File: config.mk
export PLATFORM = sky130hd
export DESIGN_NAME = pwd_watchdog
export DESIGN_NICKNAME = d
export VERILOG_FILES = /design/src/rtl/pwd_wdt_pkg.sv /design/src/rtl/pwd_wdt_unlock.sv /design/src/rtl/pwd_wdt_prescale.sv /design/src/rtl/pwd_wdt_countdown.sv /design/src/rtl/pwd_watchdog.sv
export SDC_FILE = /design/constraint.sdc
export NUM_CORES = 1
export LEC_CHECK = 0
export BUFFER_PORTS_ARGS = -buffer_cell sky130_fd_sc_hd__buf_2
export CAP_MARGIN = 25
export CORE_ASPECT_RATIO = 0.7
export CORE_MARGIN = 10
export CORE_UTILIZATION = 57
export CTS_CLUSTER_DIAMETER = 60
export CTS_CLUSTER_SIZE = 10
export DETAILED_ROUTE_END_ITERATION = 16
export GPL_TIMING_DRIVEN = 0
export PLACE_DENSITY = 0.86
export SETUP_SLACK_MARGIN = 0.2
export SYNTH_ARGS = -nofsm -noshare
export SYNTH_HDL_FRONTEND = slang
export SYNTH_SLANG_ARGS = --single-unit
File: constraint.sdc
create_clock -name clk -period 6.8 [get_ports clk]
set_input_delay 0.34 -clock clk [delete_from_list [all_inputs] [get_ports clk]]
set_output_delay 0.34 -clock clk [all_outputs]
set_load 0.02 [all_outputs]
File: src/rtl/pwd_wdt_pkg.sv
package pwd_wdt_pkg;
    localparam logic [31:0] UNLOCK_WORD = 32'h00BE_0000;
    localparam logic [7:0]  KEY_TWO     = 8'hDC;
    localparam int          KEY_LO      = 16;
    localparam int          EN_BIT      = 31;
    localparam int          PWR_LO      = 26;
    localparam int          DIV_LO      = 24;
    localparam int          RELOAD_W    = 16;
    localparam int          CTRL_OFS    = 0;
    localparam int          STAT_OFS    = 8;

    typedef struct packed {
        logic       en;
        logic [1:0] pwr;
        logic [1:0] div;
    } cfg_t;
endpackage

File: src/rtl/pwd_wdt_unlock.sv
module pwd_wdt_unlock
    import pwd_wdt_pkg::*;
(
    input  logic        clk,
    input  logic        por_n,
    input  logic        soft_rst,
    input  logic        wr_ctrl,
    input  logic [31:0] wdata,
    output logic        apply
);
    typedef struct packed { logic armed; } ul_t;
    ul_t st_d, st_q;

    assign apply = wr_ctrl && !soft_rst && st_q.armed
                   && (wdata[KEY_LO +: 8] == KEY_TWO);

    always_comb begin
        st_d = st_q;
        if (soft_rst)
            st_d.armed = 1'b0;
        else if (wr_ctrl)
            st_d.armed = (wdata == UNLOCK_WORD);
    end

    always_ff @(posedge clk or negedge por_n) begin
        if (!por_n) st_q <= '0;
        else        st_q <= st_d;
    end


    arm_source_chk: assert property (@(posedge clk) disable iff (!por_n)
        $rose(st_q.armed) |-> ($past(wr_ctrl) && $past(wdata) == UNLOCK_WORD));

    apply_disarm_chk: assert property (@(posedge clk) disable iff (!por_n)
        apply |=> !st_q.armed);
endmodule

File: src/rtl/pwd_wdt_prescale.sv
module pwd_wdt_prescale #(
    parameter int STEP_LOG2 = 6,
    parameter int CODES     = 4
) (
    input  logic                     clk,
    input  logic                     por_n,
    input  logic                     soft_rst,
    input  logic                     clear,
    input  logic                     run,
    input  logic [$clog2(CODES)-1:0] div_code,
    output logic                     tick
);
    localparam int PRE_W = STEP_LOG2 * (CODES - 1);

    typedef struct packed { logic [PRE_W-1:0] pre; } ps_t;
    ps_t st_d, st_q;

    logic [PRE_W-1:0] mask_tab [CODES];
    logic [PRE_W-1:0] mask;

    for (genvar g = 0; g < CODES; g++) begin : g_mask
        assign mask_tab[g] = PRE_W'((64'd1 << (g * STEP_LOG2)) - 64'd1);
    end

    assign mask = mask_tab[div_code];
    assign tick = run && !soft_rst && ((st_q.pre & mask) == mask);

    always_comb begin
        st_d = st_q;
        if (soft_rst || clear)
            st_d.pre = '0;
        else if (run)
            st_d.pre = tick ? '0 : st_q.pre + 1'b1;
    end

    always_ff @(posedge clk or negedge por_n) begin
        if (!por_n) st_q <= '0;
        else        st_q <= st_d;
    end


    frozen_pre_chk: assert property (@(posedge clk) disable iff (!por_n)
        (!run && !clear && !soft_rst) |=> $stable(st_q.pre));
endmodule

File: src/rtl/pwd_wdt_countdown.sv
module pwd_wdt_countdown #(
    parameter int CNT_W = 16
) (
    input  logic             clk,
    input  logic             por_n,
    input  logic             soft_rst,
    input  logic             load,
    input  logic [CNT_W-1:0] load_val,
    input  logic             tick,
    output logic [CNT_W-1:0] count,
    output logic             expire
);
    typedef struct packed { logic [CNT_W-1:0] cnt; } cd_t;
    cd_t st_d, st_q;

    logic last;
    assign last   = (st_q.cnt <= CNT_W'(1));
    assign expire = tick && !load && !soft_rst && last;
    assign count  = st_q.cnt;

    always_comb begin
        st_d = st_q;
        if (soft_rst)
            st_d.cnt = '0;
        else if (load)
            st_d.cnt = load_val;
        else if (tick)
            st_d.cnt = last ? '0 : st_q.cnt - 1'b1;
    end

    always_ff @(posedge clk or negedge por_n) begin
        if (!por_n) st_q <= '0;
        else        st_q <= st_d;
    end


    hold_cnt_chk: assert property (@(posedge clk) disable iff (!por_n)
        (!tick && !load && !soft_rst) |=> $stable(st_q.cnt));

    expire_zero_chk: assert property (@(posedge clk) disable iff (!por_n)
        expire |=> (st_q.cnt == '0));
endmodule

File: src/rtl/pwd_watchdog.sv
module pwd_watchdog
    import pwd_wdt_pkg::*;
#(
    parameter int ADDR_W    = 4,
    parameter int STEP_LOG2 = 6
) (
    input  logic              clk,
    input  logic              por_n,
    input  logic              rst_n,
    input  logic [ADDR_W-1:0] bus_addr,
    input  logic              bus_we,
    input  logic [31:0]       bus_wdata,
    output logic [31:0]       bus_rdata,
    output logic              rst_req
);
    typedef struct packed {
        cfg_t cfg;
        logic req;
        logic cause;
    } top_t;
    top_t st_d, st_q;

    logic                soft_rst, wr_ctrl, apply, run, tick, expire;
    logic [RELOAD_W-1:0] count;

    assign soft_rst = !rst_n;
    assign wr_ctrl  = bus_we && (bus_addr == ADDR_W'(CTRL_OFS));
    assign run      = st_q.cfg.en && (st_q.cfg.pwr == 2'b11);

    pwd_wdt_unlock u_unlock (
        .clk(clk), .por_n(por_n), .soft_rst(soft_rst),
        .wr_ctrl(wr_ctrl), .wdata(bus_wdata), .apply(apply)
    );

    pwd_wdt_prescale #(.STEP_LOG2(STEP_LOG2), .CODES(4)) u_pre (
        .clk(clk), .por_n(por_n), .soft_rst(soft_rst), .clear(apply),
        .run(run), .div_code(st_q.cfg.div), .tick(tick)
    );

    pwd_wdt_countdown #(.CNT_W(RELOAD_W)) u_cnt (
        .clk(clk), .por_n(por_n), .soft_rst(soft_rst), .load(apply),
        .load_val(bus_wdata[RELOAD_W-1:0]), .tick(tick),
        .count(count), .expire(expire)
    );

    always_comb begin
        st_d       = st_q;
        st_d.req   = expire;
        st_d.cause = st_q.cause | expire;
        if (soft_rst) begin
            st_d.cfg = '0;
        end else if (apply) begin
            st_d.cfg.en  = bus_wdata[EN_BIT];
            st_d.cfg.pwr = bus_wdata[PWR_LO +: 2];
            st_d.cfg.div = bus_wdata[DIV_LO +: 2];
        end else if (expire) begin
            st_d.cfg.en = 1'b0;
        end
    end

    always_ff @(posedge clk or negedge por_n) begin
        if (!por_n) st_q <= '0;
        else        st_q <= st_d;
    end

    assign rst_req = st_q.req;

    always_comb begin
        bus_rdata = '0;
        if (bus_addr == ADDR_W'(STAT_OFS))
            bus_rdata = {st_q.cfg.en, 3'b000, st_q.cfg.pwr, st_q.cfg.div,
                         7'b0000000, st_q.cause, count};
    end


    req_pulse_chk: assert property (@(posedge clk) disable iff (!por_n)
        rst_req |=> !rst_req);

    req_cause_chk: assert property (@(posedge clk) disable iff (!por_n)
        rst_req |-> st_q.cause);

    cause_sticky_chk: assert property (@(posedge clk) disable iff (!por_n)
        st_q.cause |=> st_q.cause);

    disable_stop_chk: assert property (@(posedge clk) disable iff (!por_n)
        (apply && !bus_wdata[EN_BIT]) |=> !st_q.cfg.en);
endmodule

Yosys cells after proc, flatten, opt, wreduce, memory -nomap -nowiden

Index checks and enable logic that the tools add are counted.

Input port bits: 40
Word-level logic and storage cells: 56
Output and inout port bits: 33
Bits in registers: 42

Add/sub/neg operators: 2
Multiplexer cells: 17
Bitwise gates (word level): 3
Equal/unequal tests: 9
Reductions and logical operators: 15
$lt $le $gt $ge: 2

Operator list:

| kind                                                                    | count |
|---|---|
| 18-bit two-way mux                                                      | 5 |
| 16-bit two-way mux                                                      | 4 |
| 18-bit binary-select mux with 2-bit select                              | 1 |
| 32-bit by 24-bit == test with 1-bit output (second input constant)      | 1 |
| 32-bit two-way mux                                                      | 1 |
| 18-bit by 1-bit adder with 18-bit output (second input constant)        | 1 |
| 18-bit AND                                                              | 1 |
| 18-bit == test                                                          | 1 |
| 16-bit by 1-bit <= comparator with 1-bit output (second input constant) | 1 |
| 16-bit by 1-bit subtractor with 16-bit output (second input constant)   | 1 |
| 1-bit logical AND                                                       | 10 |
| 8-bit == test (second input constant)                                   | 1 |
| 3-bit by 1-bit != test with 1-bit output (second input constant)        | 2 |
| 5-bit two-way mux                                                       | 1 |
| 4-bit == test (second input constant)                                   | 1 |
| 4-bit logical NOT                                                       | 1 |
| 1-bit two-way mux                                                       | 4 |
| 4-bit two-way mux                                                       | 1 |
| 2-bit by 1-bit != test with 1-bit output (second input constant)        | 2 |
| 3-bit greater-or-equal comparator (second input constant)               | 1 |
| 2-bit inverter with 3-bit output                                        | 1 |
| 2-bit == test (second input constant)                                   | 1 |
| 1-bit logical NOT                                                       | 2 |
| 2-bit nonzero test                                                      | 1 |
| other kinds (2)                                                         | 2 |

Depth between registers and ports, before layout

Word-level depth: 13
Gate-level depth with buffers: 9
Mapped depth without buffers: 8

Modules after synthesis

Synthesis repeated with hierarchy kept, for this count alone.

Cell total of the unflattened synthesis: 307
Area total of the unflattened synthesis: 2748.9 µm²

Modules (own cells, without submodules):

| module            | times used | area an instance (µm²) | cells each | sequential area each (µm²) |
|---|---|---|---|---|
| pwd_wdt_countdown | 1          | 1104.8                 | 126        | 400.4 |
| pwd_wdt_prescale  | 1          | 955.9                  | 103        | 450.4 |
| pwd_watchdog      | 1          | 564.3                  | 60         | 175.2 |
| pwd_wdt_unlock    | 1          | 123.9                  | 18         | 25.0 |

Worst setup path after synthesis

OpenSTA, ideal clock, no wires.

Path kind: reg2reg
From: reg u_cnt.st_q, in the netlist u_cnt.count[10]
To: reg u_cnt.st_q, in the netlist u_cnt.count[12]
Data arrival time: 2.168 ns
Clock period less this slack: 2.302 ns
Setup time: 0.134 ns
Cell stages (with the launch flop): 7
Path buffers: 0
Required time: 6.666 ns
Path slack: 4.498 ns
Path through: dfrtp_1 or4_4 or3_4 nor4_4 and4b_1 a222oi_1 o21ai_1

Longest elaborated chain between the ends: 5
Elaborated cells on any way between the ends: 6
Classes of those cells: 1 x add/sub; 1 x order compare; 4 x mux

Ends and longest elaborated chain:

| item                                                                                                                    | line                                             | source |
|---|---|---|
| from (decl)                                                                                                             | pwd_wdt_countdown.sv:14                          | `cd_t st_d, st_q;` |
| from (signal assigned)                                                                                                  | pwd_wdt_countdown.sv:33                          | `else st_q <= st_d;` |
| 16-bit by 1-bit subtractor with 16-bit output / 16-bit by 1-bit <= comparator with 1-bit output (equally long branches) | pwd_wdt_countdown.sv:28, pwd_wdt_countdown.sv:17 |  |
| 16-bit two-way mux *                                                                                                    | pwd_wdt_countdown.sv:28                          | `st_d.cnt = last ? '0 : st_q.cnt - 1'b1;` |
| 16-bit two-way mux *                                                                                                    | pwd_wdt_countdown.sv:27                          | `else if (tick)` |
| 16-bit two-way mux *                                                                                                    | pwd_wdt_countdown.sv:25                          | `else if (load)` |
| 16-bit two-way mux *                                                                                                    | pwd_wdt_countdown.sv:23                          | `if (soft_rst)` |

Every way passes the cells marked *; elsewhere a longest branch is shown, timed or not. The select of a mux whose other input is x is not followed.
A chain may end at the register's enable or synchronous reset.

Worst setup path after layout

From: in bus_addr[1]
To: reg u_cnt.st_q, in the netlist u_cnt.count[6]

Longest elaborated chain between the ends: 7
Elaborated cells on any way between the ends: 8
Classes of those cells: 1 x eq/ne; 2 x mux; 5 x reduce/logical

Ends and longest elaborated chain:

| item                             | line                    | source |
|---|---|---|
| from (decl)                      | pwd_watchdog.sv:10      | `input logic [ADDR_W-1:0] bus_addr,` |
| 4-bit logical NOT *              | pwd_watchdog.sv:27      | `assign wr_ctrl = bus_we && (bus_addr == ADDR_W'(CTRL_OFS));` |
| 1-bit logical AND *              | pwd_watchdog.sv:27      |  |
| 1-bit logical AND * (2 in a row) | pwd_wdt_unlock.sv:14    | `assign apply = wr_ctrl && !soft_rst && st_q.armed` |
| 1-bit logical AND *              | pwd_wdt_unlock.sv:15    | `&& (wdata[KEY_LO +: 8] == KEY_TWO);` |
| 16-bit two-way mux               | pwd_wdt_countdown.sv:25 |  |
| 16-bit two-way mux               | pwd_wdt_countdown.sv:23 |  |

Every way passes the cells marked *; elsewhere a longest branch is shown, timed or not.

==> results.toml <==
[place]
place_congestion = 0.935
hpwl_mm = 6.37
io_buffers = 62
dp_slack_ns = 3.86

[detailed_routing]
first_pass_iters = 5
post-route-drc-count = 0
totalWireLength_mm = 8.17
vias = 2755
drtAntennaViolNets = 0
drtIter0Drc = 247
vias_per_cell = 6.15
wl_per_cell_um = 18.2

[clocking]
clock_sinks = 42
cts_resized = 0
hold_buffers = 0
ctsHtreeMaxLevel = 2
numCtsBuffers = 5
cts_root_buf = "clkbuf_8"
post-cts-setup-buffers = 0
clk_path_buf_depth = 2
clk_latency_ns = 0.30
clkTransAtPathRegs_ns = 0.08
cts_tree = "yes"

[synthesis]
synth_ff_type = "dfrtp_1"
synth_area_leaders = "dfrtp_1, and3_1, nand2_1"
yosys.area.top_type_share_pct = 39.1
yosysUniqueCellTypes = 51
yosys_warnings = 0
ys_seq_area_share_pct = 39.1
synthArstFlopShare_pct = 100
yosys.area.top_type = "dfrtp_1"
syn_area_um2 = 2690
synth-seq-cells = 42
syn_inst = 314
synth_edf_count = 0
postSynthAreaPerCell_um2 = 8.57

[critical_path]
required_ns = 7.02
cp-end-kind = "register"
cp.depth = 7
cp_max_fo = 10
critPathTopFamily = "simple AND/OR/NAND/NOR gates"
start_kind = "input pin"
slowest_delay_ns = 0.74
critPathSlowestCell = "nor3_1"
critPathBufInv = 2
cp_common_cell = "buf_2"
cp_cell_sequence = "buf_2, nor3_1, nand4_1, nor2_1, buf_2, a21oi_1, o21ai_0"
cp.arrival_ns = 2.95
path_class = "input pin to register"
rr_worst_depth = 9

[die]
io_pins = 73
chipWidth_um = 102
die-height_um = 77.5
die_area_um2 = 7910
std_cell_rows = 20
start_util_pct = 60.4
core-area_um2 = 4450

[status]
status = "finished, final reports clean"

[timing]
layout_min_cycle_time_ns = 2.73
rsz0062_at_grt = "no"
max_clock_freq_ghz = 0.366
slew_headroom_pct = 38.8
setup_viol = 0
timing.hold.ws_ns = 0.160
fin_worst_skew_ns = 0.00736
worstMarginPinSlew_ns = 0.911
finalHoldViolCount = 0
slew_viol_final = 0
min_period_over_period_pct = 40.1
setup_tns_ns = 0
worst_slack_ns = 4.07

[finish]
insertedDiodeCount = 0
fillers = 380
final_core_util_pct = 71.6
multiInputGateArea_um2 = 1520
synthToLayoutAreaGrowth_pct = 18.5
drive_gt1_share_pct = 23.9
final_nets = 436
seq_area_um2 = 1050

[min_path]
hold_path.class = "input pin to asynchronous set/reset pin"

[pwr]
p_leak_nw = 1.58
power.density_nw_per_um2 = 239
ir_drop_mv = 0.202

[global_route]
antenna_found_initial = 0
grt_usage_pct = 20.2
grt_pass1_wl_mm = 13.0
grt_max_degree = 43
grt_pass1_vias = 2593
grt_overflow = 0

[run]
cap_violations = 0
power breakdown:
group / switching (mW) / total, mW / internal [mW]
Combinational: 0.180 / 0.312 / 0.132
Sequential: 0.0267 / 0.294 / 0.268
Clock: 0.0886 / 0.158 / 0.0690
Total: 0.295 / 0.764 / 0.469
cells in the mapped netlist, types with 9 or more instances:
cell / instances
and3_1: 27
xnor2_1: 10
a21oi_1: 15
xor2_1: 10
nand3_1: 10
clkbuf_1: 11
dfrtp_1: 42
o21ai_0: 12
nand2_1: 31
buf_4: 10
nor2_1: 27
nor4_1: 9
nand4_1: 10
nor3_1: 21
per-stage QoR:
step	instances	power (mW)	instance area, um^2
after global placement	440	0.595	3100
after global routing	448	0.810	3190
after detailed placement	440	0.604	3100
after floorplan	323	0.524	2730
final	448	0.764	3190
after CTS	447	0.757	3180
per-layer routing:
layer / track usage, % / vias to the layer above / wire length, um
li1: - / 1282 / -
met1: 26.8 / 1298 / 3450
met2: 29.4 / 166 / 3500
met3: 7.08 / 9 / 1100
met4: 7.72 / 0 / 118
met5: 0 / - / 0
layout make-up:
type | instances | area share [%]
multi-input combinational | 250 | 47.5
clock buffer | 5 | 2.16
timing repair buffer | 63 | 9.96
inverter | 7 | 0.824
clock inverter | 2 | 0.314
tap | 55 | 2.16
buffer | 24 | 4.12
sequential | 42 | 32.9
placed cells by master (no fill, tap or decap), drive strengths merged, types with 5 or more instances in the layout:
cell type / Yosys / routed
buf: 13 / 75
dfrtp: 42 / 42
nand2: 31 / 31
and3: 27 / 27
nor2: 27 / 27
nor3: 21 / 21
clkbuf: 11 / 17
a21oi: 15 / 15
o21ai: 13 / 13
nand4: 10 / 10
xnor2: 10 / 10
nand3: 10 / 10
xor2: 10 / 10
conb: 1 / 10
nor4: 10 / 10
inv: 7 / 7
and2: 5 / 5
path summary, 6_finish.rpt:
check / from / endpoint / slack [ns]
setup / recovery: bus_addr[1] / u_cnt.count[6] / 4.07
hold / removal: por_n / u_cnt.count[7] / 0.16
setup reg to reg: u_cnt.count[0] / u_cnt.count[12] / 4.24
hold reg to reg: st_q[0] / st_q[0] / 0.48
max in group asynchronous: por_n / st_q[2] / 6.05
min in group clk: bus_wdata[0] / u_cnt.count[0] / 0.25
sequential cells by signal (all words and copies together), names as in the netlist:
register and cells:
u_pre.st_q 18, u_cnt.count 16, st_q 6, rst_req 1
u_unlock.st_q 1
cells by family (layout without fill, tap and decap cells):
kind of cell / count (synthesis) / after routing / share of synthesized area, %
other: 1 / 10 / 0.139
buffers and inverters: 31 / 101 / 5.86
adders and majority gates: 3 / 3 / 1.39
xor gates and xnor gates: 20 / 20 / 6.51
AOI/OAI and AO/OA: 54 / 54 / 13.5
DFF: 42 / 42 / 39.1
muxes: 1 / 1 / 0.418
and+or+nand+nor: 162 / 162 / 33.1
(Power assumes the default switching activity.)
